[src/rtl/rfenc_pkg.sv]
package rfenc_pkg;
  localparam int MODE_W = 2;

  typedef enum logic [MODE_W-1:0] {
    MD_MAN    = 2'b00,
    MD_BIP    = 2'b01,
    MD_NRZ    = 2'b10,
    MD_DIRECT = 2'b11
  } line_mode_e;
endpackage

[src/rtl/rfenc_cfg.sv]
module rfenc_cfg
  import rfenc_pkg::*;
(
  input  logic              clk,
  input  logic              rst,
  input  logic              cfg_we,
  input  logic [MODE_W-1:0] cfg_mode,
  input  logic              cfg_fsk,
  output line_mode_e        mode_req,
  output logic              fsk_q,
  output logic              fsk_nxt
);
  // the modulation choice applies from the write edge onward
  assign fsk_nxt = cfg_we ? cfg_fsk : fsk_q;

  always_ff @(posedge clk) begin
    if (rst) begin
      mode_req <= MD_MAN;
      fsk_q    <= 1'b0;
    end else begin
      if (cfg_we) mode_req <= line_mode_e'(cfg_mode);
      fsk_q <= fsk_nxt;
    end
  end
endmodule

[src/rtl/rfenc_seq.sv]
module rfenc_seq
  import rfenc_pkg::*;
(
  input  logic       clk,
  input  logic       rst,
  input  logic       half_tick,
  input  logic       in_valid,
  input  logic       in_data,
  output logic       in_ready,
  input  logic       direct_bit,
  input  line_mode_e mode_req,
  output line_mode_e mode_act,
  output logic       busy_q,
  output logic       lvl_nxt,
  output logic       active_nxt
);
  logic       phase_q, bit_q, lvl_q;
  logic       phase_n, bit_n, busy_n;
  line_mode_e mode_n;
  logic       at_edge;

  // a boundary closes the current bit: idle, single-slot modes, or second half
  always_comb begin
    at_edge = 1'b0;
    if (half_tick)
      at_edge = !busy_q || (mode_act == MD_NRZ) || (mode_act == MD_DIRECT) || phase_q;
  end

  assign in_ready = !rst && at_edge && (mode_req != MD_DIRECT);

  always_comb begin
    mode_n  = mode_act;
    busy_n  = busy_q;
    phase_n = phase_q;
    bit_n   = bit_q;
    lvl_nxt = lvl_q;
    if (at_edge) begin
      mode_n  = mode_req;
      phase_n = 1'b0;
      if (mode_req == MD_DIRECT) begin
        busy_n  = 1'b0;
        lvl_nxt = direct_bit;
      end else if (in_valid) begin
        busy_n = 1'b1;
        bit_n  = in_data;
        if (mode_req == MD_BIP) lvl_nxt = !lvl_q;
        else                    lvl_nxt = in_data;
      end else begin
        busy_n  = 1'b0;
        lvl_nxt = 1'b0;
      end
    end else if (half_tick) begin
      // second half of a two-slot symbol
      phase_n = 1'b1;
      if (mode_act == MD_MAN) lvl_nxt = !bit_q;
      else if (bit_q)         lvl_nxt = !lvl_q;
    end else if (mode_act == MD_DIRECT) begin
      lvl_nxt = direct_bit;
    end
  end

  assign active_nxt = busy_n || (mode_n == MD_DIRECT);

  always_ff @(posedge clk) begin
    if (rst) begin
      mode_act <= MD_MAN;
      busy_q   <= 1'b0;
      phase_q  <= 1'b0;
      bit_q    <= 1'b0;
      lvl_q    <= 1'b0;
    end else begin
      mode_act <= mode_n;
      busy_q   <= busy_n;
      phase_q  <= phase_n;
      bit_q    <= bit_n;
      lvl_q    <= lvl_nxt;
    end
  end
endmodule

[src/rtl/rfenc_out.sv]
module rfenc_out (
  input  logic clk,
  input  logic rst,
  input  logic fsk_nxt,
  input  logic lvl_nxt,
  input  logic active_nxt,
  output logic key_out,
  output logic data_one
);
  always_ff @(posedge clk) begin
    if (rst) begin
      key_out  <= 1'b0;
      data_one <= 1'b0;
    end else begin
      key_out  <= fsk_nxt ? active_nxt : lvl_nxt;
      data_one <= lvl_nxt;
    end
  end
endmodule

[src/rtl/rf_line_encoder.sv]
module rf_line_encoder
  import rfenc_pkg::*;
(
  input  logic              clk,
  input  logic              rst,
  input  logic              half_tick,
  input  logic              in_valid,
  input  logic              in_data,
  output logic              in_ready,
  input  logic              direct_bit,
  input  logic              cfg_we,
  input  logic [MODE_W-1:0] cfg_mode,
  input  logic              cfg_fsk,
  output logic              key_out,
  output logic              data_one,
  output logic              busy
);
  line_mode_e mode_req, mode_act;
  logic       fsk_q, fsk_nxt, lvl_nxt, active_nxt;

  rfenc_cfg u_cfg (
    .clk(clk), .rst(rst), .cfg_we(cfg_we), .cfg_mode(cfg_mode), .cfg_fsk(cfg_fsk),
    .mode_req(mode_req), .fsk_q(fsk_q), .fsk_nxt(fsk_nxt)
  );

  rfenc_seq u_seq (
    .clk(clk), .rst(rst), .half_tick(half_tick), .in_valid(in_valid), .in_data(in_data),
    .in_ready(in_ready), .direct_bit(direct_bit), .mode_req(mode_req), .mode_act(mode_act),
    .busy_q(busy), .lvl_nxt(lvl_nxt), .active_nxt(active_nxt)
  );

  rfenc_out u_out (
    .clk(clk), .rst(rst), .fsk_nxt(fsk_nxt), .lvl_nxt(lvl_nxt), .active_nxt(active_nxt),
    .key_out(key_out), .data_one(data_one)
  );
endmodule

[config.mk]
export PLATFORM = sky130hd
export DESIGN_NAME = rf_line_encoder
export DESIGN_NICKNAME = d
export VERILOG_FILES = /design/src/rtl/rfenc_pkg.sv /design/src/rtl/rfenc_cfg.sv /design/src/rtl/rfenc_seq.sv /design/src/rtl/rfenc_out.sv /design/src/rtl/rf_line_encoder.sv
export SDC_FILE = /design/constraint.sdc
export NUM_CORES = 1
export LEC_CHECK = 0
export ABC_AREA = 1
export BUFFER_PORTS_ARGS = -buffer_cell sky130_fd_sc_hd__buf_2
export CAP_MARGIN = 10
export CORE_MARGIN = 10
export CORE_UTILIZATION = 31
export CTS_CLUSTER_SIZE = 20
export DETAILED_ROUTE_END_ITERATION = 6
export PLACE_DENSITY = 0.61
export SYNTH_ARGS = -nofsm -noshare
export SYNTH_HDL_FRONTEND = slang
export SYNTH_SLANG_ARGS = --single-unit
[constraint.sdc]
create_clock -name clk -period 2.9 [get_ports clk]
set_input_delay 0.145 -clock clk [delete_from_list [all_inputs] [get_ports clk]]
set_output_delay 0.145 -clock clk [all_outputs]
set_load 0.05 [all_outputs]
==> results of run 1 <==
metal layers:
metal / track usage, % / part of all wire [%]
met5: 0 / 0
met1: 7.24 / 43
met3: 2.92 / 8.1
met2: 10.0 / 45
met4: 7.69 / 4.3
registers in the layout (all words and copies together), names as in the netlist:
name,cells
u_cfg.fsk_q,1
u_cfg.mode_req,2
u_out.key_out,1
u_seq.bit_q,1
u_seq.busy_q,1
u_seq.lvl_q,1
u_seq.mode_act,2
u_seq.phase_q,1
metrics by stage:
step	total power, mW	area [um2]	hold slack, ns	util [%]	worst slack, ns
2_1_floorplan	0.201	504	0.226	-	0.961
3_3_place_gp	0.220	586	0.395	38.4	1.76
3_5_place_dp	0.220	586	0.398	38.4	1.73
4_1_cts	0.315	608	0.117	39.9	1.43
5_1_grt	0.324	608	0.135	39.9	1.36
6_report	0.310	608	0.118	39.9	1.45
area by class of cell:
cell class / count / area, um2 / share of cell area (%)
clock buffers: 3 / 22.5 / 3.70
inverters: 11 / 41.3 / 6.79
multi-input cells: 56 / 259 / 42.6
flip-flops and latches: 10 / 200 / 32.9
well taps: 16 / 20.0 / 3.29
repair buffers: 13 / 65.1 / 10.7
cell families (layout without fill, tap and decap cells):
logic type	count (synthesis)	count (layout)	share of synthesized area (%)
compound gates	9	9	9.93
buf+inv	12	27	8.93
flops	10	10	39.7
simple gates	47	47	41.4
synth_stat cells, drive strengths merged:
master,instances
a21oi,6
clkbuf,1
dfxtp,10
inv,11
nand2,29
nand3,8
nor2,8
nor3,1
nor3b,1
o211ai,1
o21ai,1
o21bai,1
critical path: cells and delay by family (launching register included):
kind | cells | cell delay [ns]
simple gates | 4 | 0.35
flops | 1 | 0.41
buf+inv | 1 | 0.28
power by group through the flow:
stage / registers (mW) / logic [mW] / clock network (mW)
after global routing: 0.153 / 0.0721 / 0.0989
after floorplan: 0.167 / 0.0343 / 0
after detailed placement: 0.156 / 0.0649 / 0
after CTS: 0.152 / 0.0651 / 0.0973
after global placement: 0.155 / 0.0649 / 0
final: 0.152 / 0.0645 / 0.0934
how the worst max path moves through the flow:
stage	from	endpoint	slack, ns	cells after the start
finish	u_seq.mode_act[1]	in_ready	1.45	5
global route	u_seq.mode_act[1]	in_ready	1.36	5
CTS	u_seq.mode_act[1]	in_ready	1.43	5
detailed placement	u_seq.mode_act[1]	in_ready	1.73	5
global placement	u_seq.mode_act[1]	in_ready	1.76	5
floorplan	u_seq.busy_q	in_ready	0.96	3
==> impl_summary.md, run 1 <==
Status
The flow ran to the end, and the final reports show no timing, DRC or antenna violations.

Setup path
The startpoint kind of the worst setup timing path is a flip-flop. The endpoint of the most critical register-to-register path is u_out.key_out. The dominant cell type by count on the critical path is sky130_fd_sc_hd__nand2_2. The critical path goes through nor2_2, nand2_2, nand2_2, nor3_1, buf_2. The reg-to-reg setup timing slack is 1.81 ns. The worst register-to-register path has a depth of 9.

The category of the critical setup timing path is reg2out. For this run, the slowest stage of the critical path takes 0.41 ns. The reg-to-reg startpoint is u_cfg.mode_req[0]. The cell at the slowest stage of the critical path is sky130_fd_sc_hd__dfxtp_1.

The worst setup path is captured at an output port. Along the worst path, the maximum fanout reaches 6. The arrival time at the worst endpoint is 1.31 ns.

The critical path required time is 2.76 ns.

Routing
After detailed routing, the number of remaining DRC violations is 0. The length of the first detailed-routing pass in iterations is 4. The count of routing violations after the opening detailed-route iteration is 5. The routed layout has 524 vias. Dividing the detail-routed wire length by the instance count gives 10.8 um. The total routed wirelength is 1170 um. After detailed routing, the number of vias per cell comes to 4.81. Once detail routing completed, the nets flagged for antenna violations numbered 0.

Global routing
The overall routing resource usage is 7.01%. The first global-routing pass estimated 1890 um of wire. Entering global routing, the biggest net connects 12 pins. The initial antenna violation count came to 0.

The via count of the first global-routing pass is 467. After global routing the overflow that remains totals 0.

Power and ir drop
The part of the total power dissipated in sequential elements is 49.1%. The internal power is 0.215 mW. The switching component of the power is 0.0952 mW. In this run the static leakage power is 0.321 nW. The largest vdd supply drop is 0.196 mV.

Per report_power, the combinational group accounts for 20.8% of the total. The clock network accounts for 30.1% of the total power. Dividing total power by cell area gives a power density of 510 mW/mm2. The fraction of power spent switching nets is 30.7%.

Clock network
The buffer count from post-CTS setup fixing is 0. For this design, the sink count on the clock tree is 10. The master cell of the clock root buffer is sky130_fd_sc_hd__clkbuf_4. The number of H-tree levels is 1. Once the clock tree was built, the resizer swapped 0 gates to a different size. The clock passes through at most 2 buffers.

The count of hold-fix buffers inserted at cts is 0. Counting the buffers created by CTS gives 3. TritonCTS built the clock tree. Clock-pin slew was measured on the worst setup and hold paths at 0.06 ns. Clock latency on the worst-skew pair, taken at its later pin, is 0.27 ns.

Finish
From synthesis to final layout, the design area changed by 20.6%. The final cell count without fillers is 109. The number of fillers in the final layout is 169. In the final layout, the share of cells above drive strength 1 is 25.8%. The number of antenna repair diodes is 0. The library cells used most frequently in the layout, excluding fill and tap cells, are sky130_fd_sc_hd__nand2_1, sky130_fd_sc_hd__buf_2, sky130_fd_sc_hd__dfxtp_1, sky130_fd_sc_hd__inv_1, sky130_fd_sc_hd__nand3_1. The most common cell after layout, fill and taps aside is sky130_fd_sc_hd__nand2_1. The final layout contains 105 nets.

Yosys
After synthesis, the cell types taking the most area are sky130_fd_sc_hd__dfxtp_1, sky130_fd_sc_hd__nand2_1, sky130_fd_sc_hd__nand3_1. The synthesized design contains 10 register bits. In this run the biggest area consumer among cell types represents 39.7% of the synthesized area.

Summing the sequential cell areas from Yosys gives 39.7% of the chip area. The largest total area in the synthesized netlist belongs to sky130_fd_sc_hd__dfxtp_1. Synthesis handed over a netlist of 78 instances. A synthesized cell averages 6.46 um2. Synthesis instantiated 15 different standard cells from the library. The net count after synthesis is 88. After synthesis the cells add up to 504 um2.

The warning count from the yosys run is 0.

Die
The placement row count is 14. In this run the horizontal extent of the chip is 60.3 um. The number of I/O pins is 14. The starting density of the core is 33.1%. From bottom edge to top edge, the die measures 60.3 um.

The die covers 0.00364 mm2. The floorplan step defined a core boundary enclosing 0.00152 mm2.

Timing
Measured against its own limit, the worst slew margin works out to 83.4%. The number of slew-limit violations in the final report is 0. The routed design could run at a clock period as short as 1.45 ns. Summed over all failing endpoints, the final setup total negative slack is 0 ns. For the pin with the worst max-slew slack, the measured transition is 0.251 ns. Based on the critical path, the design can be clocked at up to 689 MHz. The worst path uses 50.0% of the clock period.

The setup violation total in the final timing report is 0. Setup repair after global routing left no endpoint under its margin. The final hold violation count is 0. The final clock skew is 0.00470 ns.

Placement
The HPWL after detailed placement is 965 um. The number of buffer cells added on primary ports is 13. Counting tap cells, the placed design contains a total of 106 instances. Routability-driven placement finished with a final weighted congestion of 0.792.

Flow run
Across the run, the number of max-cap violations was 0.

Worst hold path
The worst hold path passes through 3 cells. The path class of the tightest hold or removal check is in2reg. The critical hold path startpoint is cfg_mode[1]. The worst hold path terminates at u_cfg.mode_req[1].
Power figures use the tool's default switching activity.
==> run 2, diff against run 1 <==
Settings changed: ABC_AREA 1 to 0, PLACE_DENSITY 0.61 to 0.63.
Clock period 2.9 ns to 1.3 ns, I/O delays scaled along.
==> run 2 against run 1 <==
  * The run now ends with negative setup slack left
  * Count of clock-buffer cells in the layout rose by 1
  * Register-to-register slack got worse by 2.0 ns
  * First-iteration DRC count rose to 3.0 times the previous value
  * Final cell count shrank 15%
  * Critical path depth is the same
  * Largest cell class unchanged
==> impl_summary.md, run 2 <==
Status
Run status: finished with violations (was completed). The final reports fail on negative setup slack.

Setup path
The arrival time at the worst endpoint came to 1.42 ns (was 1.31 ns). The critical path required time is 1.24 ns (was 2.76 ns). The category of the critical setup timing path is reg2out (unchanged).

The sort of element at the end of the critical path is an output port (unchanged). The dominant cell type by count on the critical path is sky130_fd_sc_hd__buf_6 (was sky130_fd_sc_hd__nand2_2). The endpoint of the most critical register-to-register path is u_out.key_out (unchanged).

The startpoint kind of the worst setup timing path is a flip-flop (unchanged). Critical path, cell by cell: or3b_4, buf_6, nand2_4, nor3b_4, buf_6 (was nor2_2, nand2_2, nand2_2, nor3_1, buf_2). The cell at the slowest stage of the critical path is sky130_fd_sc_hd__or3b_4 (was sky130_fd_sc_hd__dfxtp_1). The reg-to-reg setup timing slack is -0.16 ns (was 1.81 ns).

The stage delay of the slowest cell on the critical path is 0.42 ns (was 0.41 ns). The reg-to-reg startpoint is u_seq.mode_act[1] (was u_cfg.mode_req[0]). The number of cells traversed by the worst register-to-register path is 4 (was 9). The maximum fanout encountered on the critical timing path is 5 (was 6).

Die
The horizontal die dimension is 60.2 um (was 60.3 um). The floorplan die height was 60.2 um (was 60.3 um). The placement row count was 14 (unchanged). The area enclosed by the die boundary came to 0.00362 mm2 (was 0.00364 mm2). The starting density of the core came to 32.8% (was 33.1%). The placeable core area is 0.00152 mm2 (unchanged). The number of I/O pins is 14 (unchanged).

Yosys
Dominant cells by area after synthesis: sky130_fd_sc_hd__dfxtp_1, sky130_fd_sc_hd__mux2i_1, sky130_fd_sc_hd__nand2_1 (was sky130_fd_sc_hd__dfxtp_1, sky130_fd_sc_hd__nand2_1, sky130_fd_sc_hd__nand3_1). The synthesized-area fraction occupied by ao, oa, aoi and oai cells is 21.3% (was 9.93%). The number of distinct library cells after synthesis is 30 (was 15). The fraction of registers with async set or reset after synthesis was 0% (unchanged).

Ranking of synthesized cells by instance count: sky130_fd_sc_hd__dfxtp_1, sky130_fd_sc_hd__nand2_1, sky130_fd_sc_hd__nor2_1 (was sky130_fd_sc_hd__nand2_1, sky130_fd_sc_hd__dfxtp_1, sky130_fd_sc_hd__inv_1). The net count after synthesis is 63 (was 88). The warning count from the yosys run is 0 (unchanged).

The post-synthesis cell type with the largest combined area was sky130_fd_sc_hd__dfxtp_1 (unchanged). The fraction of synthesized cell area in xor and xnor cells came to 0% (unchanged). The fraction of post-synthesis cell area in the top cell type by area was 40.0% (was 39.7%). The simple logic cell fraction of the synthesized area came to 26.3% (was 41.4%). The synthesized instance count is 53 (was 78). The post-synthesis average cell area was 9.44 um2 (was 6.46 um2). The share of the yosys chip area belonging to registers is 40.0% (was 39.7%).

The adder and majority cell fraction of the synthesized area is 0% (unchanged). The proportion of synthesized area in mux cells is 10.3% (was 0%). The predominant post-synthesis flop cell is sky130_fd_sc_hd__dfxtp_1 (unchanged). The synthesized area is 500 um2 (was 504 um2). The main combinational cell family by area after synthesis is simple AND/OR/NAND/NOR gates (unchanged). The post-synthesis sequential element count is 10 (unchanged). The leading cell type by number of instances after synthesis was sky130_fd_sc_hd__dfxtp_1 (was sky130_fd_sc_hd__nand2_1). The count of flip-flops with a built-in enable after synthesis came to 0 (unchanged).

Timing
The number of slew-limit violations in the final report is 0 (unchanged). The summed negative setup slack over all endpoints is -0.513 ns (was 0 ns). The worst-case hold slack came to 0.0319 ns (was 0.118 ns). Static timing analysis puts the maximum clock frequency at 674 MHz. The measured slew at the worst slew-check pin is 0.237 ns (was 0.251 ns). Setup repair after global routing missed its margin: true (was false). The final hold violation count came to 0 (unchanged). The max-slew headroom at the worst pin is 84.0% (was 83.4%). The final setup slack of the worst path is -0.184 ns (was 1.45 ns). The final critical delay including setup and external delays is 1.48 ns. The final clock skew is 0.000603 ns (was 0.00470 ns). The fraction of the cycle the final worst path needs is 114%. The setup violation total in the final timing report is 5 (was 0).

Worst hold path
The number of stages on the worst hold path is 3 (unchanged). The critical hold path startpoint is cfg_mode[0] (was cfg_mode[1]). The class of the tightest hold or removal check is in2reg (unchanged). The sink of the worst hold path is u_cfg.mode_req[0] (was u_cfg.mode_req[1]).

Clock network
The master cell of the clock root buffer is sky130_fd_sc_hd__clkbuf_4 (unchanged). The clock tree from TritonCTS is built (unchanged). The clock-pin slew of the registers on the worst-case setup and hold paths is 0.07 ns (was 0.06 ns). The number of buffers added by the clock tree synthesis step is 3 (unchanged). The number of H-tree levels was 1 (unchanged). The clock insertion delay at the later pin of the skew report is 0.27 ns (about the same).

The deepest clock path buffer count was 2 (unchanged). The clock sink count is 10 (unchanged).

Finish
Largest registers: u_cfg.mode_req (2), u_seq.mode_act (2) (unchanged). The area added between synthesis and finish came to 42.3% (was 20.6%). The proportion of layout cells with a drive suffix above 1 is 46.8% (was 25.8%). The final design instance area without fill is 712 um2 (was 608 um2). The most common cell after layout, fill and taps aside is sky130_fd_sc_hd__buf_2 (was sky130_fd_sc_hd__nand2_1).

The number of antenna repair diodes was 0 (unchanged). Most used cells in the layout excluding fill and tap cells: sky130_fd_sc_hd__buf_2, sky130_fd_sc_hd__dfxtp_1, sky130_fd_sc_hd__buf_4, sky130_fd_sc_hd__nor2_1 (was sky130_fd_sc_hd__nand2_1, sky130_fd_sc_hd__buf_2, sky130_fd_sc_hd__dfxtp_1, sky130_fd_sc_hd__inv_1, sky130_fd_sc_hd__nand3_1). The number of nets in the layout is 88 (was 105).

Routing
The count of routing violations after the opening detailed-route iteration came to 15 (was 5). The post-route DRC violation count is 0 (unchanged). The total number of vias is 485 (was 524). The routed length per instance is 14.1 um (was 10.8 um).

The vias per cell is 5.22 (was 4.81). The length of the first detailed-routing pass in iterations is 4 (unchanged). The total routed wirelength came to 1310 um (was 1170 um). The post-route antenna net violation count is 0 (unchanged).

Power and ir drop
The total power of the final layout was 0.810 mW (was 0.310 mW). The largest vdd supply drop is 0.689 mV (was 0.196 mV). The reported leakage power came to 0.343 nW (was 0.321 nW). The power density over cell area came to 1140 mW/mm2 (was 510 mW/mm2).

Global routing
The largest net degree at the start of global routing was 14 (was 12). The overall routing resource usage is 8.27% (was 7.01%). The total congestion overflow after global routing is 0 (unchanged).

The via count of the first global-routing pass came to 510 (was 467). The wire length of the first global-routing pass was 2330 um (was 1890 um). The initial antenna violation count came to 0 (unchanged).

Placement
The number of buffer cells added on primary ports came to 13 (unchanged). The placed instance area was 643 um2 (was 586 um2). The HPWL after detailed placement is 1020 um (was 965 um).

The final weighted congestion of routability-driven global placement was 0.875 (was 0.792). The worst slack at placement is -0.137 ns (was 1.73 ns).

Flow run
The reported max-cap violation count was 0 (unchanged).
[run 2: changes by cell type in the layout (fill, tap and decap cells not counted), sizes merged, moves of 3 or more]
cell   previous run  this run
nand3             8         0
nor2              8         5
mux2i             0         4
inv              11         2
nand2            29         5
buf              13        21
a21oi             6         1
[run 2: routing by layer]
metal | part of all wire [%] | GRT usage [%] | wire [um] | vias to the layer above
met5 | 0 | 0 | 0 | -
li1 | - | - | - | 243
met1 | 41 | 8.66 | 540 | 228
met2 | 52 | 14.0 | 674 | 9
met3 | 5.4 | 3.39 | 71 | 5
met4 | 1.7 | 3.85 | 22 | 0
[run 2: worst max-delay path, delay by kind of cell (launching register included)]
family | cells | cell delay, ns
buf+inv | 2 | 0.29
flops | 1 | 0.33
simple gates | 3 | 0.53
[run 2: worst max path at each step]
stage                                 start            end  cells past startpoint
after CTS                 u_seq.mode_act[1]       in_ready                      5
after global placement         u_seq.busy_q  u_out.key_out                      4
after global routing      u_seq.mode_act[1]  u_out.key_out                      4
after floorplan                u_seq.busy_q  u_out.key_out                      4
after detailed placement      u_seq.phase_q  u_out.key_out                      4
final                     u_seq.mode_act[1]       in_ready                      5
[run 2: cells by family after synthesis]
logic type / count (synthesis)
and+or+nand+nor: 22
AOI/OAI and AO/OA: 13
DFF: 10
muxes: 5
buffers and inverters: 3
[run 2: area by class of cell]
cell class,count,area (um2)
clock buffer,4,36.3
tap,16,20.0
timing repair buffer,21,135
inverter,2,7.51
sequential,10,205
multi-input combinational,40,308
fill,146,812
[run 2: power breakdown]
group | switching, mW | internal, mW | leakage [nW]
sequential | 0.0116 | 0.327 | 0.0835
clock | 0.113 | 0.170 | 0.0210
combinational | 0.104 | 0.0846 | 0.239
[run 2: what timing repair did]
| action | 4_1_cts | 5_1_grt |
|---|---|---|
| hold buffers | 0 | 0 |
| pin swaps | 2 | 1 |
| setup endpoints to repair | 4 | 5 |
| setup buffers | 1 | 0 |
| gates resized for setup | 6 | 1 |
[run 2: stage by stage]
stage               util [%]  cells
floorplan                  -     53
global placement        42.2     88
detailed placement      42.2     88
CTS                     46.3     93
global route            46.7     93
finish                  46.7     93
==> run 3, diff against run 2 <==
Settings changed: SYNTH_HIERARCHICAL set to 1.
==> run 3 against run 2 <==
  * The run still ends with negative setup slack left
  * Via count increased by 0.62%
  * Global-route usage fell by 1.2 points
  * Sequential share of layout area increased by 1.7 points
  * Clock skew hardly changed
  * Final cell count increased by 4.3%
  * Register-to-register slack improved by 0.08 ns
  * Clock power decreased by 19%
  * Critical endpoint is now u_out/key_out
  * Sequential power increased by 12%
==> impl_summary.md, run 3 <==
Setup path
The arrival time at the worst endpoint came to 1.53 ns (was 1.42 ns). The sort of element at the end of the critical path is a flip-flop (was output port). The critical path required time was 1.45 ns (was 1.24 ns). The stage delay of the slowest cell on the critical path is 0.32 ns (was 0.42 ns).

The maximum fanout encountered on the critical timing path is 4 (was 5). The cell at the slowest stage of the critical path is sky130_fd_sc_hd__dfxtp_2 (was sky130_fd_sc_hd__or3b_4). The category of the critical setup timing path is reg2reg (was reg2out). Critical path, cell by cell: nand2b_4, o21ai_4, mux2i_2, o21ai_1, mux2i_1, nor2_1 (was or3b_4, buf_6, nand2_4, nor3b_4, buf_6).

The number of cells traversed by the worst register-to-register path is 6 (was 4). The startpoint kind of the worst setup timing path is a flip-flop (unchanged).

Clock network
The clock tree from TritonCTS is built (unchanged). The deepest clock path buffer count is 2 (unchanged). The clock sink count is 11 (was 10).

The number of buffers added by the clock tree synthesis step is 3 (unchanged). The clock insertion delay at the later pin of the skew report came to 0.26 ns (was 0.27 ns). The clock-pin slew of the registers on the worst-case setup and hold paths is 0.07 ns (about the same). The count of hold-fix buffers inserted at cts is 0 (unchanged). The number of H-tree levels came to 1 (unchanged). The master cell of the clock root buffer is sky130_fd_sc_hd__clkbuf_4 (unchanged).

Finish
The register area is 226 um2 (was 205 um2). The area added between synthesis and finish is 41.9% (was 42.3%). The number of fillers in the final layout is 153 (was 146). The number of antenna repair diodes is 0 (unchanged). The number of nets in the layout is 92 (was 88). The final design instance area without fill is 742 um2 (was 712 um2). The core occupancy in the finished layout is 47.6% (was 46.7%).

The most common cell after layout, fill and taps aside is sky130_fd_sc_hd__buf_2 (unchanged). Most used cells in the layout excluding fill and tap cells: sky130_fd_sc_hd__buf_2, sky130_fd_sc_hd__nor2_1, sky130_fd_sc_hd__buf_4, sky130_fd_sc_hd__dfxtp_1, sky130_fd_sc_hd__nand2_1 (was sky130_fd_sc_hd__buf_2, sky130_fd_sc_hd__dfxtp_1, sky130_fd_sc_hd__buf_4, sky130_fd_sc_hd__nor2_1). The proportion of layout cells with a drive suffix above 1 is 49.4% (was 46.8%). Largest registers: u_cfg/mode_req (2), u_seq/mode_act (2) (was u_cfg.mode_req (2), u_seq.mode_act (2)). The area taken by multi-input logic gates is 319 um2 (was 308 um2).

Yosys
The synthesized area was 523 um2 (was 500 um2). The post-synthesis average cell area is 9.51 um2 (was 9.44 um2). The share of the yosys chip area belonging to registers was 42.1% (was 40.0%). Dominant cells by area after synthesis: sky130_fd_sc_hd__dfxtp_1, sky130_fd_sc_hd__mux2i_1, sky130_fd_sc_hd__nor2_1 (was sky130_fd_sc_hd__dfxtp_1, sky130_fd_sc_hd__mux2i_1, sky130_fd_sc_hd__nand2_1). The warning count from the yosys run is 6 (was 0). The synthesized instance count is 55 (was 53). The fraction of registers with async set or reset after synthesis came to 0% (unchanged).

The count of flip-flops with a built-in enable after synthesis came to 0 (unchanged). The number of distinct library cells after synthesis is 26 (was 30). The leading cell type by number of instances after synthesis is sky130_fd_sc_hd__dfxtp_1 (unchanged). The predominant post-synthesis flop cell was sky130_fd_sc_hd__dfxtp_1 (unchanged). Ranking of synthesized cells by instance count: sky130_fd_sc_hd__dfxtp_1, sky130_fd_sc_hd__nor2_1, sky130_fd_sc_hd__mux2i_1, sky130_fd_sc_hd__nand2_1 (was sky130_fd_sc_hd__dfxtp_1, sky130_fd_sc_hd__nand2_1, sky130_fd_sc_hd__nor2_1). The post-synthesis cell type with the largest combined area is sky130_fd_sc_hd__dfxtp_1 (unchanged).

The net count after synthesis is 65 (was 63). The post-synthesis sequential element count was 11 (was 10). The fraction of post-synthesis cell area in the top cell type by area is 42.1% (was 40.0%).

Timing
The final clock skew is 0.000968 ns (was 0.000603 ns). The summed negative setup slack over all endpoints is -0.136 ns (was -0.513 ns). The fraction of the cycle the final worst path needs is 106% (was 114%).

The measured slew at the worst slew-check pin is 0.286 ns (was 0.237 ns). The max-slew headroom at the worst pin is 80.9% (was 84.0%). The final hold violation count is 0 (unchanged). Setup repair after global routing missed its margin: true (unchanged). The final setup slack of the worst path is -0.0753 ns (was -0.184 ns).

The maximum clock frequency came to 727 MHz (was 674 MHz). The number of slew-limit violations in the final report is 0 (unchanged). The final critical delay including setup and external delays was 1.38 ns (was 1.48 ns). The setup violation total in the final timing report is 3 (was 5).

Global routing
The overall routing resource usage is 7.10% (was 8.27%). The total congestion overflow after global routing came to 0 (unchanged). The via count of the first global-routing pass was 433 (was 510).

The wire length of the first global-routing pass came to 1930 um (was 2330 um). The initial antenna violation count is 0 (unchanged). The largest net degree at the start of global routing was 13 (was 14).

Placement
The final weighted congestion of routability-driven global placement is 0.864 (was 0.875). The HPWL after detailed placement was 912 um (was 1020 um). The number of buffer cells added on primary ports is 13 (unchanged). The placed instance area is 654 um2 (was 643 um2).

Routing
The total number of vias came to 488 (was 485). The post-route DRC violation count is 0 (unchanged). The length of the first detailed-routing pass in iterations came to 4 (unchanged). The vias per cell is 5.03 (was 5.22). The routed length per instance was 12.9 um (was 14.1 um). The count of routing violations after the opening detailed-route iteration is 8 (was 15). The total routed wirelength is 1250 um (was 1310 um).

The post-route antenna net violation count is 0 (unchanged).

Power and ir drop
The power density over cell area is 1100 mW/mm2 (was 1140 mW/mm2). The part of the total power dissipated in sequential elements is 46.6% (was 41.8%). The fraction of power consumed by combinational cells is 25.3% (was 23.3%). The largest vdd supply drop is 0.416 mV (was 0.689 mV). The reported leakage power is 0.336 nW (was 0.343 nW). The internal power is 0.575 mW (was 0.582 mW). The clock share of power is 28.1% (was 34.9%). The fraction of power spent switching nets is 29.4% (was 28.2%). The switching component of the power is 0.239 mW (was 0.229 mW).

Die
The number of I/O pins is 14 (unchanged). The starting density of the core is 33.5% (was 32.8%). The area enclosed by the die boundary is 0.00373 mm2 (was 0.00362 mm2). The placement row count is 14 (unchanged).

The horizontal die dimension is 61.1 um (was 60.2 um). The placeable core area was 0.00156 mm2 (was 0.00152 mm2). The floorplan die height came to 61.1 um (was 60.2 um).

Worst hold path
The number of stages on the worst hold path was 3 (unchanged). The class of the tightest hold or removal check is in2reg (unchanged).

Status
Run status: finished with violations (unchanged). Violations in the final reports: negative setup slack (unchanged).

Flow run
The reported max-cap violation count is 0 (unchanged).
==> run 3: final timing paths <==
kind,from,endpoint,slack [ns]
max,u_seq/phase_q,u_out/key_out,-0.08
min,cfg_mode[0],u_cfg/mode_req[0],0.03
max reg2reg,u_seq/phase_q,u_out/key_out,-0.08
min reg2reg,u_seq/phase_q,u_seq/phase_q,0.49
==> run 3: kinds of logic after synthesis <==
family / share of synthesized area (%)
multiplexers: 12.4
flip-flops: 42.1
AO/OA/AOI/OAI: 18.7
AND/OR/NAND/NOR: 25.4
buffers and inverters: 1.44
==> run 3: per-layer routing <==
layer	vias up	GRT usage, %	wire (um)
met5	-	0	0
met2	13	9.91	629
met1	226	8.19	532
li1	249	-	-
met3	0	2.47	84
met4	0	6.84	0
==> run 3: timing repair <==
| action | in CTS | in global routing |
|---|---|---|
| hold endpoints to repair | 0 | 0 |
| setup buffers | 2 | 2 |
| setup endpoints to repair | 3 | 3 |
| gates resized for setup | 6 | 3 |
| pin swaps | 4 | 2 |
==> run 3: layout make-up <==
class | count | area share (%)
inverters | 2 | 1.01
well taps | 16 | 2.70
repair buffers | 22 | 19.2
multi-input cells | 42 | 43.0
flip-flops and latches | 11 | 30.5
clock buffers | 4 | 3.54
==> run 3: power groups by stage <==
stage	Combinational, mW	Sequential [mW]	Clock [mW]
after floorplan	0.0866	0.412	0
after global placement	0.179	0.385	0
after detailed placement	0.179	0.385	0
after CTS	0.193	0.379	0.247
after global routing	0.222	0.383	0.260
final	0.206	0.379	0.229
==> run 3: worst max-delay path: cells and delay by family, from the launching register on <==
| family | cells | cell delay [ns] |
|---|---|---|
| AOI/OAI and AO/OA | 2 | 0.31 |
| DFF | 1 | 0.32 |
| muxes | 2 | 0.43 |
| and+or+nand+nor | 2 | 0.21 |
==> run 3: per-stage QoR <==
step	instances	hold slack, ns	setup WS, ns	power [mW]
finish	97	0.0332	-0.0753	0.814
global route	97	0.0428	-0.148	0.865
detailed placement	89	0.315	-0.0507	0.564
CTS	95	0.0243	-0.0947	0.818
global placement	89	0.315	-0.0404	0.564
floorplan	55	0.128	-0.0216	0.499
